File: src/rtl/mtg_pkg.sv
`timescale 1ns/1ps
package mtg_pkg;
  typedef enum logic [1:0] {ST_IDLE = 2'd0, ST_WR = 2'd1, ST_RD = 2'd2} state_e;
  localparam logic [1:0] MODE_WTR = 2'd0;
  localparam logic [1:0] MODE_RO  = 2'd1;
  localparam logic [1:0] MODE_WO  = 2'd2;
  localparam logic [1:0] SRC_PRBS = 2'd0;
  localparam logic [1:0] SRC_TAB  = 2'd1;
  localparam logic [14:0] PRBS_SEED = 15'h0001;
endpackage

File: src/rtl/mtg_pattern.sv
`timescale 1ns/1ps
module mtg_pattern import mtg_pkg::*; #(
  parameter int DW = 16,
  parameter int AW = 19
) (
  input  logic          clk_i,
  input  logic          rst_ni,
  input  logic [1:0]    src_i,
  input  logic [AW-1:0] addr_i,
  input  logic [DW-1:0] iter_i,
  input  logic          restart_i,
  input  logic          advance_i,
  output logic [DW-1:0] data_o
);
  localparam int TAB_N = 16;

  logic [14:0]   lfsr_q;
  logic [DW-1:0] tab [TAB_N];
  logic [DW-1:0] math_w;

  always_ff @(posedge clk_i or negedge rst_ni) begin
    if (!rst_ni)        lfsr_q <= PRBS_SEED;
    else if (restart_i) lfsr_q <= PRBS_SEED;
    else if (advance_i) lfsr_q <= {lfsr_q[13:0], lfsr_q[14] ^ lfsr_q[13]};
  end

  for (genvar k = 0; k < TAB_N; k++) begin : g_tab
    localparam logic [3:0] K = 4'(k);
    assign tab[k] = DW'({K, ~K, K, ~K});
  end

  assign math_w = DW'(DW'(addr_i) * DW'(3)) + iter_i;

  always_comb begin
    case (src_i)
      SRC_PRBS: data_o = DW'({lfsr_q[0], lfsr_q});
      SRC_TAB:  data_o = tab[addr_i[3:0]];
      default:  data_o = math_w;
    endcase
  end
endmodule

File: src/rtl/mtg_counters.sv
`timescale 1ns/1ps
module mtg_counters #(
  parameter int CW = 32
) (
  input  logic          clk_i,
  input  logic          rst_ni,
  input  logic          clear_i,
  input  logic          start_i,
  input  logic          det_i,
  input  logic          inj_i,
  input  logic          wr_i,
  input  logic          rd_i,
  output logic [CW-1:0] det_o,
  output logic [CW-1:0] inj_o,
  output logic [CW-1:0] wr_o,
  output logic [CW-1:0] rd_o
);
  always_ff @(posedge clk_i or negedge rst_ni) begin
    if (!rst_ni) begin
      det_o <= '0;
      inj_o <= '0;
    end else if (clear_i) begin
      det_o <= '0;
      inj_o <= '0;
    end else begin
      if (det_i) det_o <= det_o + CW'(1);
      if (inj_i) inj_o <= inj_o + CW'(1);
    end
  end

  always_ff @(posedge clk_i or negedge rst_ni) begin
    if (!rst_ni) begin
      wr_o <= '0;
      rd_o <= '0;
    end else if (start_i) begin
      wr_o <= '0;
      rd_o <= '0;
    end else begin
      if (wr_i) wr_o <= wr_o + CW'(2);
      if (rd_i) rd_o <= rd_o + CW'(2);
    end
  end
endmodule

File: src/rtl/mem_traffic_gen.sv
`timescale 1ns/1ps
module mem_traffic_gen import mtg_pkg::*; #(
  parameter int DW      = 16,
  parameter int CW      = 32,
  parameter int MIN_CNT = 2,
  parameter int MAX_CNT = 524288,
  parameter int PEND_W  = 4
) (
  input  logic                           clk_i,
  input  logic                           rst_ni,
  input  logic                           start_i,
  input  logic                           stop_i,
  input  logic [1:0]                     mode_i,
  input  logic [1:0]                     src_i,
  input  logic [$clog2(MAX_CNT+1)-1:0]   addr_count_i,
  input  logic                           inject_i,
  input  logic                           clear_i,
  output logic                           mem_req_o,
  output logic                           mem_we_o,
  output logic [$clog2(MAX_CNT)-1:0]     mem_addr_o,
  output logic [DW-1:0]                  mem_wdata_o,
  input  logic                           mem_ready_i,
  input  logic [DW-1:0]                  mem_rdata_i,
  output logic [1:0]                     state_o,
  output logic [CW-1:0]                  det_err_o,
  output logic [CW-1:0]                  inj_err_o,
  output logic [CW-1:0]                  wr_bytes_o,
  output logic [CW-1:0]                  rd_bytes_o
);
  localparam int AW = $clog2(MAX_CNT);
  localparam int NW = $clog2(MAX_CNT + 1);
  localparam logic [PEND_W-1:0] PEND_MAX = '1;

  state_e            state_q;
  logic [1:0]        mode_q, src_q, mode_n;
  logic [NW-1:0]     cnt_q, cnt_eff;
  logic [AW-1:0]     addr_q;
  logic [DW-1:0]     iter_q, pat, expect_w, mask;
  logic [PEND_W-1:0] pend_q;
  logic running, is_wr, acc, last, go, pass_end, iter_end, inj_here, mismatch, inj_done, pend_inc;

  assign mode_n   = (mode_i == 2'd3) ? MODE_WTR : mode_i;
  assign cnt_eff  = (addr_count_i < NW'(MIN_CNT)) ? NW'(MIN_CNT) :
                    (addr_count_i > NW'(MAX_CNT)) ? NW'(MAX_CNT) : addr_count_i;
  assign running  = (state_q != ST_IDLE);
  assign is_wr    = (state_q == ST_WR);
  assign go       = !running && start_i;
  assign acc      = running && mem_ready_i;
  assign last     = (NW'(addr_q) == cnt_q - NW'(1));
  assign pass_end = acc && last;
  assign iter_end = pass_end && (mode_q != MODE_WTR || !is_wr);
  assign inj_here = running && (pend_q != '0) && (is_wr || mode_q == MODE_RO);
  assign mask     = {{(DW-1){1'b0}}, inj_here};
  assign expect_w = pat ^ mask;
  assign mismatch = acc && !is_wr && (mem_rdata_i != expect_w);
  assign inj_done = acc && inj_here;
  assign pend_inc = inject_i && (pend_q != PEND_MAX);

  mtg_pattern #(.DW(DW), .AW(AW)) u_pat (
    .clk_i     (clk_i),
    .rst_ni    (rst_ni),
    .src_i     (src_q),
    .addr_i    (addr_q),
    .iter_i    (iter_q),
    .restart_i (go || pass_end),
    .advance_i (acc),
    .data_o    (pat)
  );

  always_ff @(posedge clk_i or negedge rst_ni) begin
    if (!rst_ni) begin
      state_q <= ST_IDLE;
      mode_q  <= MODE_WTR;
      src_q   <= SRC_PRBS;
      cnt_q   <= NW'(MIN_CNT);
      addr_q  <= '0;
      iter_q  <= '0;
    end else if (go) begin
      state_q <= (mode_n == MODE_RO) ? ST_RD : ST_WR;
      mode_q  <= mode_n;
      src_q   <= src_i;
      cnt_q   <= cnt_eff;
      addr_q  <= '0;
      iter_q  <= '0;
    end else if (running) begin
      if (stop_i) begin
        state_q <= ST_IDLE;
      end else if (acc) begin
        if (last) begin
          addr_q <= '0;
          if (iter_end) iter_q <= iter_q + DW'(1);
          if (mode_q == MODE_WTR) state_q <= is_wr ? ST_RD : ST_WR;
        end else begin
          addr_q <= addr_q + AW'(1);
        end
      end
    end
  end

  // outstanding corruptions; dropped when the run ends
  always_ff @(posedge clk_i or negedge rst_ni) begin
    if (!rst_ni)                 pend_q <= '0;
    else if (!running || stop_i) pend_q <= '0;
    else pend_q <= pend_q + PEND_W'(pend_inc) - PEND_W'(inj_done);
  end

  mtg_counters #(.CW(CW)) u_cnt (
    .clk_i   (clk_i),
    .rst_ni  (rst_ni),
    .clear_i (clear_i),
    .start_i (go),
    .det_i   (mismatch),
    .inj_i   (inj_done),
    .wr_i    (acc && is_wr),
    .rd_i    (acc && !is_wr),
    .det_o   (det_err_o),
    .inj_o   (inj_err_o),
    .wr_o    (wr_bytes_o),
    .rd_o    (rd_bytes_o)
  );

  assign mem_req_o   = running;
  assign mem_we_o    = is_wr;
  assign mem_addr_o  = addr_q;
  assign mem_wdata_o = is_wr ? expect_w : '0;
  assign state_o     = state_q;
endmodule

File: config.mk
export PLATFORM = sky130hd
export DESIGN_NAME = mem_traffic_gen
export DESIGN_NICKNAME = d
export VERILOG_FILES = /design/src/rtl/mtg_pkg.sv /design/src/rtl/mtg_pattern.sv /design/src/rtl/mtg_counters.sv /design/src/rtl/mem_traffic_gen.sv
export SDC_FILE = /design/constraint.sdc
export NUM_CORES = 1
export LEC_CHECK = 0
export BUFFER_PORTS_ARGS = -buffer_cell sky130_fd_sc_hd__buf_2
export CORE_MARGIN = 2
export CORE_UTILIZATION = 52
export DETAILED_ROUTE_END_ITERATION = 8
export GPL_TIMING_DRIVEN = 0
export PLACE_DENSITY = 0.78
export REMOVE_ABC_BUFFERS = 1
export SETUP_SLACK_MARGIN = 0.4
export SKIP_LAST_GASP = 1
export SLEW_MARGIN = 20
export SYNTH_ARGS = -nofsm -noshare
export SYNTH_HDL_FRONTEND = slang
export SYNTH_SLANG_ARGS = --single-unit
File: constraint.sdc
create_clock -name clk_i -period 4 [get_ports clk_i]
set_input_delay 0.2 -clock clk_i [delete_from_list [all_inputs] [get_ports clk_i]]
set_output_delay 0.2 -clock clk_i [all_outputs]
set_load 0.03 [all_outputs]
==> results of run 1 <==
-- cell type report --
class,count,area (µm²)
Multi-Input combinational cell,1084,7480
Tap cell,319,399
Fill cell,1853,7630
Antenna cell,1,2.50
Inverter,36,135
Timing Repair Buffer,295,1880
Clock buffer,37,721
Clock inverter,9,118
Sequential cell,206,5180
-- worst max-delay path, cell delays in order (launching register included) --
cell and delay, ns:
dfrtp_2 0.44, fa_1 0.47, ha_2 0.21, fa_2 0.35
a21o_4 0.24, a221oi_4 0.30, buf_4 0.18, o21ai_4 0.05
xnor2_2 0.21, mux2i_1 0.12, a2111oi_2 0.25, nand4_1 0.16
buf_6 0.17, o211ai_1 0.23, buf_4 0.22, nor3_2 0.05
mux2_2 0.26
-- path summary, 6_finish.rpt --
check | startpoint | to | slack [ns] | cells past startpoint
worst min register to register | mode_q[1] | mode_q[1] | 0.52 | 2
worst max register to register | mem_addr_o[1] | u_cnt.det_o[31] | -0.05 | 16
max in group asynchronous | rst_ni | mem_addr_o[12] | 3.09 | 3
min in group asynchronous | rst_ni | u_cnt.wr_o[17] | 0.12 | 2
worst max-delay path | mem_addr_o[1] | u_cnt.det_o[31] | -0.05 | 16
worst min-delay path | addr_count_i[1] | cnt_q[1] | 0.11 | 5
-- power breakdown --
group	leakage, nW	switching, mW	internal [mW]
Clock	0.403	0.905	1.38
Combinational	4.13	1.02	0.671
Sequential	2.81	0.225	2.21
Total	7.35	2.15	4.26
-- placed cells by master (no fill, tap or decap), types with 53 or more instances in the layout --
master / n
xnor2_1: 65
a21oi_1: 60
nand2_1: 130
xor2_1: 77
nand3_1: 62
nor2_1: 156
dfrtp_1: 188
buf_4: 53
o21ai_0: 66
buf_2: 205
-- state kept, by name, summed over array words and instances, names as in the netlist, 15 cells and up --
name / cells
u_cnt.wr_o: 31
cnt_q: 20
u_cnt.det_o: 32
mem_addr_o: 19
iter_q: 16
u_cnt.inj_o: 32
u_cnt.rd_o: 31
u_pat.lfsr_q: 15
-- stage by stage --
step,power [mW],setup TNS (ns),worst slack [ns]
after global routing,6.70,-2.25,-0.170
final,6.41,-0.144,-0.0534
after CTS,6.32,-0.0206,-0.0109
after global placement,3.83,-247.51,-1.75
after detailed placement,3.89,-36.52,-1.48
after floorplan,3.40,-6.95,-0.455
-- cells by family (layout without fill, tap and decap cells) --
kind of cell / count (synthesis) / in the layout
simple gates: 582 / 582
compound gates: 285 / 288
flops: 206 / 206
xor+xnor: 144 / 144
buf+inv: 94 / 377
fa+ha+maj: 58 / 58
mux: 10 / 10
other cells: 1 / 3
-- per-layer routing --
layer | vias to the layer above | share of wire | GRT usage
met2 | 459 | 0.49 | 0.439
li1 | 5477 | - | -
met3 | 65 | 0.059 | 0.0367
met4 | 0 | 0.022 | 0.0764
met5 | - | 0 | 0
met1 | 5807 | 0.43 | 0.359
-- repair_timing --
item | 4_1_cts | 5_1_grt
cloned | 4 | 0
pin swaps | 35 | 24
endpoints found under the hold margin | 229 | 0
gates resized for setup | 72 | 59
setup endpoints to repair | 70 | 73
setup buffers | 33 | 19
hold buffers | 26 | 0
==> flow_metrics.tcl, run 1 <==
set metrics [dict create \
    drive_gt1_frac 0.250 \
    synth_common_cells "dfrtp_1, nor2_1, nand2_1" \
    failed_checks "setup timing" \
    final-instance-count-excl-fill 1987 \
    fin_skew_ns 0.0149 \
    tightestPinTransition_ns 1.00 \
    drv_cap 0 \
    synthMuxAreaShare 0.00819 \
    pin_count 214 \
    synth-seq-cells 206 \
    placementRows 56 \
    fmax_ghz 0.247 \
    setup_slack_ns -0.0534 \
    clock-sinks 206 \
    async_flop_share 1.00 \
    hold_ws_ns 0.112 \
    clk_transition_reported_paths_ns 0.06 \
    yosysTopAreaCell "dfrtp_1" \
    synth_area_um2 12500 \
    num_vias 11800 \
    crit_type "register to register" \
    slew_headroom 0.328 \
    antenna_found_initial 1 \
    yosysMostFrequentCell "dfrtp_1" \
    worstSetupStartpointType "register" \
    grt_pass1_wl_um 56200 \
    synth_compound_area_frac 0.148 \
    overflow 0 \
    h-tree-depth 1 \
    netlist-cell-type-count 74 \
    synth_ff_type "dfrtp_1" \
    grtUsageTotal 0.263 \
    clk_path_buf_depth 3 \
    area_delta_synth_final_pct 26.9 \
    start_util 0.532 \
    p_leak_nw 7.35 \
    setup_viol_count_final 5 \
    synthAdderAreaFrac 0.0675 \
    critPathMaxFanout 8 \
    synth_top_family_by_area "simple AND/OR/NAND/NOR gates" \
    wl_um 35200 \
    avgSynthCellArea_um2 9.08 \
    netlist_instances 1380 \
    status "finished with violations" \
    gp_congestion 0.910 \
    ys_seq_area_frac 0.412 \
    worstPathRequired_ns 4.41 \
    placed_cell_area_um2 13900 \
    dr.pass1.iters 8 \
    utilization 0.676 \
    synth_top_area_share 0.407 \
    wl_per_cell_um 17.7 \
    insertion_delay_ns 0.53 \
    power.density_nw_per_um2 403 \
    clock-root-buffer "clkbuf_16" \
    fp.dieW_um 159 \
    dieArea_um2 25400 \
    hpwl_um 23300 \
    period_minus_slack_ns 4.05 \
    rsz0062_at_grt "true" \
    arrival_ns 4.47 \
    hold_violations 0 \
    cts_tree "yes" \
    cp-end-kind "register" \
    antenna_left 0 \
    numCtsBuffers 25 \
    slew_violations 0 \
    coreArea_um2 23500 \
    yosys.area_share.xor_xnor 0.101 \
    nets 1753 \
    final_area_um2 15900 \
    finalCritPeriodShare 1.01 \
    min-delay-path-class "input port to register" \
    synth.area.top_cells "dfrtp_1, xor2_1, nor2_1" \
    grt_pass1_vias 11200 \
    io_buffers 211 \
    via_per_inst 5.94 \
    max-vdd-ir-drop_uv 293 \
    synth_edf_count 0 \
    grt_max_degree 93 \
    synthSimpleGateAreaFrac 0.232 \
    dp.cells 1858 \
    ys.warnings.count 0 \
    drc 0 \
    fp.dieH_um 159 \
    drtIter0Drc 1117 \
]
Note: power is estimated with default switching activity, not from simulation.
==> run 2, diff against run 1 <==
--- a/config.mk
+++ b/config.mk
@@ -7,10 +7,10 @@
 export LEC_CHECK = 0
 export BUFFER_PORTS_ARGS = -buffer_cell sky130_fd_sc_hd__buf_2
 export CORE_MARGIN = 2
-export CORE_UTILIZATION = 52
+export CORE_UTILIZATION = 57
 export DETAILED_ROUTE_END_ITERATION = 8
 export GPL_TIMING_DRIVEN = 0
-export PLACE_DENSITY = 0.78
+export PLACE_DENSITY = 0.81
 export REMOVE_ABC_BUFFERS = 1
 export SETUP_SLACK_MARGIN = 0.4
 export SKIP_LAST_GASP = 1
==> constraint.sdc (replaced) <==
create_clock -name clk_i -period 4.1 [get_ports clk_i]
set_input_delay 0.205 -clock clk_i [delete_from_list [all_inputs] [get_ports clk_i]]
set_output_delay 0.205 -clock clk_i [all_outputs]
set_load 0.03 [all_outputs]
==> run 2 against run 1 <==
  * The flow still finishes with violations (setup timing)
  * Setup slack got worse by 0.11 ns
  * Sequential cell count unchanged
  * Clock skew decreased by 0.0015 ns
  * First-iteration DRC count decreased by 15%
  * Sequential power decreased by 2%
  * Sequential share of layout area increased by 0.78 points
  * Non-clock buffer count decreased by 23
  * Maximum frequency decreased by 5.0%
==> flow_metrics.tcl, run 2 (synthesis gave the netlist of run 1 again) <==
set metrics [dict create \
    critPathMaxFanout 8 \
    arrival_ns 4.72 \
    cts_tree "yes" \
    path_cells "fa_1, ha_2, fa_2, a21o_4, buf_6, a221o_1, a211oi_2, nor3_1, nand3b_1, xor2_2, nand2_4, o211ai_1, buf_4, buf_8, or3_4, a21oi_1" \
    nets 1728 \
    fp.dieW_um 152 \
    slew_headroom 0.341 \
    placementRows 54 \
    setup_viol_count_final 12 \
    start_util 0.578 \
    io_buffers 211 \
    clock-sinks 206 \
    ff2ff_path_depth 16 \
    grt_pass1_wl_um 54600 \
    hold_ws_ns 0.108 \
    antennaDiodeCount 0 \
    clkPwrFrac 0.350 \
    pwr-share-comb 0.259 \
    drtIter0Drc 947 \
    status "finished with violations" \
    slowest_delay_ns 0.48 \
    hpwl_um 22700 \
    finalCritPeriodShare 1.04 \
    clk_path_buf_depth 3 \
    crit_path_top_delay_cell "fa_1" \
    p_leak_nw 7.20 \
    fill_cells 1612 \
    utilization 0.716 \
    drive_gt1_frac 0.237 \
    worstPathRequired_ns 4.55 \
    hold_violations 0 \
    drv_cap 0 \
    clock-root-buffer "clkbuf_16" \
    wl_um 34600 \
    mostFrequentLayoutCells "buf_2, dfrtp_1, nor2_1" \
    num_vias 11600 \
    power_mw 6.11 \
    dp.cells 1818 \
    clk_transition_reported_paths_ns 0.06 \
    worstSetupStartpointType "register" \
    wl_per_cell_um 18.0 \
    failed_checks "setup timing" \
    gp_congestion 0.930 \
    grt_pass1_vias 11000 \
    final-instance-count-excl-fill 1920 \
    grt_max_degree 87 \
    max-vdd-ir-drop_uv 284 \
    fin_skew_ns 0.0134 \
    p_sw_frac 0.337 \
    area_delta_synth_final_pct 23.9 \
    overflow 0 \
    drc 0 \
    dieArea_um2 23200 \
    slew_violations 0 \
    crit_type "register to register" \
    dr.pass1.iters 5 \
    numCtsBuffers 23 \
    cp-end-kind "register" \
    tightestPinTransition_ns 0.985 \
    fp.dieH_um 152 \
    rsz0062_at_grt "true" \
    antenna_left 0 \
    period_minus_slack_ns 4.26 \
    setup_slack_ns -0.165 \
    antenna_found_initial 0 \
    pin_count 214 \
    p_sw_mw 2.06 \
    grtUsageTotal 0.280 \
    power.density_nw_per_um2 394 \
    reg_top3 "u_cnt.det_o (32), u_cnt.inj_o (32)" \
    seq_power_share 0.390 \
    via_per_inst 6.04 \
    h-tree-depth 1 \
    coreArea_um2 21700 \
    holdPathStages 5 \
    insertion_delay_ns 0.53 \
    fmax_ghz 0.234 \
    layout_commonest_cell "buf_2" \
    min-delay-path-class "input port to register" \
    p_int_mw 4.05 \
]
## run 2: cell count changes in the layout (fill, tap and decap cells not counted), sizes merged
cell      delta
buf         -22
diode        -1
clkinv       -1
clkinvlp     -1
clkbuf       -3
## run 2: timing repair
item,in CTS,in global routing
resized for setup,62,56
hold buffers,26,0
setup endpoints to repair,47,64
hold endpoints to repair,79,0
buffers inserted,18,12
pin swaps,23,23
cloned,1,3
## run 2: stage by stage
stage	TNS [ns]	worst slack (ns)	cell area, µm²
floorplan	-4.57	-0.355	12300
global placement	-210.75	-1.60	13700
detailed placement	-29.91	-1.26	13800
CTS	0	0.0404	15200
global route	-3.41	-0.260	15500
finish	-1.07	-0.165	15500
## run 2: power by group through the flow
stage | Combinational, mW | Sequential, mW | Clock, mW
after floorplan | 0.924 | 2.39 | 0
after global placement | 1.32 | 2.41 | 0
final | 1.59 | 2.38 | 2.14
after global routing | 1.72 | 2.40 | 2.25
after detailed placement | 1.37 | 2.42 | 0
after CTS | 1.49 | 2.37 | 2.17
## run 2: final cells by class
| class | instances | area [µm²] | area share |
|---|---|---|---|
| Timing Repair Buffer | 272 | 1690 | 0.109 |
| Sequential cell | 206 | 5180 | 0.333 |
| Tap cell | 280 | 350 | 0.0226 |
| Clock buffer | 35 | 681 | 0.0438 |
| Inverter | 36 | 135 | 0.00870 |
| Multi-Input combinational cell | 1084 | 7390 | 0.476 |
| Clock inverter | 7 | 105 | 0.00677 |
## run 2: metal layers
metal  wire length (µm)  global-route usage  part of all wire  vias to the layer above
met2              16800               0.467              0.49                      431
met3               2070              0.0319             0.060                       89
met5                  0                   0                 0                        -
met1              14500               0.377              0.42                     5647
met4               1270               0.111             0.037                        0
li1                   -                   -                 -                     5425
## run 2: final timing paths
kind / from / to / slack (ns)
worst max-delay path: mem_addr_o[1] / u_cnt.det_o[23] / -0.16
worst min-delay path: addr_count_i[1] / cnt_q[1] / 0.11
worst max register to register: mem_addr_o[1] / u_cnt.det_o[23] / -0.16
worst min register to register: mode_q[1] / mode_q[1] / 0.51
max in group asynchronous: rst_ni / cnt_q[1] / 3.09
min in group asynchronous: rst_ni / u_cnt.wr_o[16] / 0.20
## run 2: worst max-delay path: cells and delay by family, from the launching register on
family                     cells  cell delay [ns]
buffers and inverters          3             0.48
AOI/OAI and AO/OA              5             1.18
xor gates and xnor gates       1             0.21
DFF                            1             0.46
and+or+nand+nor                4             0.80
adders and majority gates      3             1.06
==> run 3, diff against run 2 <==
--- a/config.mk
+++ b/config.mk
@@ -6,6 +6,7 @@
 export NUM_CORES = 1
 export LEC_CHECK = 0
 export BUFFER_PORTS_ARGS = -buffer_cell sky130_fd_sc_hd__buf_2
+export CORE_ASPECT_RATIO = 0.6
 export CORE_MARGIN = 2
 export CORE_UTILIZATION = 57
 export DETAILED_ROUTE_END_ITERATION = 8
==> run 3 against run 2 <==
  * The flow now finishes without violations
  * Clock skew is 0.0028 ns lower
  * Cell area is 1.2% higher
  * Sequential power hardly changed
  * First-iteration DRC count is 9.0% lower
  * Register-to-register slack better by 0.21 ns
  * Via count hardly changed
  * Maximum frequency is 5.1% higher
==> flow_metrics.tcl, run 3 (synthesis gave the netlist of run 1 again) <==
set metrics [dict create \
    status "completed" \
    dieArea_um2 23200 \
    min-delay-path-class "input port to register" \
    wl_met1_um 16400 \
    fp.dieW_um 195 \
    critPathMaxFanout 10 \
    arrival_ns 4.48 \
    tightestPinTransition_ns 1.09 \
    cp-end-kind "register" \
    crit_path_top_delay_cell "or4_4" \
    cts_tree "yes" \
    slew_violations 0 \
    h-tree-depth 1 \
    path_cells "fa_1, ha_2, and2_1, nand3_1, o2111a_1, a211oi_4, xnor2_1, nor2_1, nand4_1, buf_6, buf_6, o21ai_4, or4_4, a21oi_2" \
    grt_pass1_vias 10700 \
    hp-start "stop_i" \
    r2r-start "mem_addr_o[7]" \
    layout_commonest_cell "buf_2" \
    grt_pass1_wl_um 56700 \
    hold_ws_ns 0.0448 \
    fp.dieH_um 119 \
    drv_cap 0 \
    drive_gt1_frac 0.250 \
    nets 1729 \
    rsz0062_at_grt "true" \
    p_sw_frac 0.339 \
    period_minus_slack_ns 4.06 \
    p_sw_mw 2.08 \
    clock-sinks 206 \
    pwr-share-comb 0.271 \
    fill_cells 1569 \
    crit_type "register to register" \
    num_vias 11600 \
    clkPwrFrac 0.340 \
    clock-root-buffer "clkbuf_16" \
    fmax_ghz 0.246 \
    worst-path-buf-inv 2 \
    ff2ff_path_depth 14 \
    dr.pass1.iters 5 \
    drtIter0Drc 862 \
    timing.setup.tns_ns 0 \
    setup_viol_count_final 0 \
    route.met3.wl_um 3390 \
    hpwl_um 24600 \
    area_delta_synth_final_pct 25.4 \
    antenna_left 0 \
    dr.max_layer_used "met5" \
    reg_top3 "u_cnt.det_o (32), u_cnt.inj_o (32)" \
    cpMostUsedCell "buf_6" \
    reg2reg_slack_ns 0.04 \
    start_util 0.589 \
    holdPathStages 2 \
    coreArea_um2 21300 \
    max-vdd-ir-drop_uv 338 \
    insertion_delay_ns 0.50 \
    wl_um 35800 \
    numCtsBuffers 22 \
    wl_met2_um 15500 \
    finalCritPeriodShare 0.990 \
    drc 0 \
    worstSetupStartpointType "register" \
    overflow 0 \
    fin_skew_ns 0.0106 \
    slew_headroom 0.273 \
    seq_power_share 0.388 \
    power.density_nw_per_um2 390 \
    p_leak_nw 7.25 \
    setup_slack_ns 0.0413 \
    cp_num_cells 14 \
    crit_family "simple AND/OR/NAND/NOR gates" \
    hold_violations 0 \
    cp-startpoint "mem_addr_o[7]" \
    clk_transition_reported_paths_ns 0.06 \
    mostFrequentLayoutCells "buf_2, dfrtp_1, nor2_1" \
    placementRows 41 \
    grtUsageTotal 0.300 \
    io_buffers 211 \
    p_int_mw 4.06 \
    pre_cts_ws_ns -1.67 \
    grt_max_degree 100 \
    antenna_found_initial 1 \
    worstPathRequired_ns 4.52 \
    pin_count 214 \
    gp_congestion 0.902 \
    clk_path_buf_depth 3 \
    via_per_inst 6.05 \
    wl_per_cell_um 18.6 \
    slowest_delay_ns 0.59 \
    power_mw 6.13 \
    antennaDiodeCount 0 \
]
==> run 3: changes by cell type in the layout (fill, tap and decap cells not counted), moves of 4 or more <==
cell / before / now
buf_4: 28 / 32
o21ai_0: 69 / 64
clkbuf_8: 6 / 2
a21oi_1: 56 / 52
==> run 3: layer usage <==
metal	vias to the layer above	GRT usage
li1	5420	-
met1	5647	0.461
met2	494	0.440
met3	35	0.0598
met4	2	0.0553
met5	-	0
==> run 3: timing repair <==
item                                   4_1_cts  5_1_grt
gates cloned                                 2        2
endpoints found under the hold margin      226        0
gates resized for setup                     95       61
hold buffers                                24        0
pin swaps                                   28       33
setup buffers                               21       13
setup endpoints to repair                   50       66
==> run 3: area by class of cell <==
class / instances / area, µm² / share of cell area
multi-input combinational: 1084 / 7590 / 0.483
sequential: 206 / 5170 / 0.329
timing repair buffer: 274 / 1720 / 0.109
clock buffer: 28 / 614 / 0.0391
tap: 279 / 349 / 0.0222
clock inverter: 11 / 139 / 0.00883
inverter: 36 / 135 / 0.00860
==> run 3: path summary, 6_finish.rpt <==
check | to
setup / recovery | u_cnt.det_o[24]
hold / removal | pend_q[3]
setup reg to reg | u_cnt.det_o[24]
hold reg to reg | u_pat.lfsr_q[5]
max in group asynchronous | mem_addr_o[11]
min in group asynchronous | u_cnt.wr_o[16]
==> run 3: power groups by stage <==
stage / logic (mW) / registers (mW) / clock network [mW]
finish: 1.66 / 2.38 / 2.09
global route: 1.81 / 2.40 / 2.21
CTS: 1.57 / 2.37 / 2.11
detailed placement: 1.41 / 2.42 / 0
global placement: 1.36 / 2.41 / 0
floorplan: 0.924 / 2.39 / 0
==> run 3: worst register-to-register path: stages, from the launching register on <==
cell and delay, ns:
dfrtp_2 0.50, fa_1 0.51, ha_2 0.46, and2_1 0.25, nand3_1 0.16, o2111a_1 0.30
a211oi_4 0.31, xnor2_1 0.17, nor2_1 0.09, nand4_1 0.11, buf_6 0.16, buf_6 0.14
o21ai_4 0.09, or4_4 0.59, a21oi_2 0.14
==> run 3: per-stage QoR <==
step                cell area, µm²  std cells   util
floorplan                    12300       1323      -
detailed placement           13800       1817  0.648
global placement             13700       1813  0.643
global route                 15700       1918  0.738
CTS                          15300       1903  0.719
finish                       15700       1918  0.738
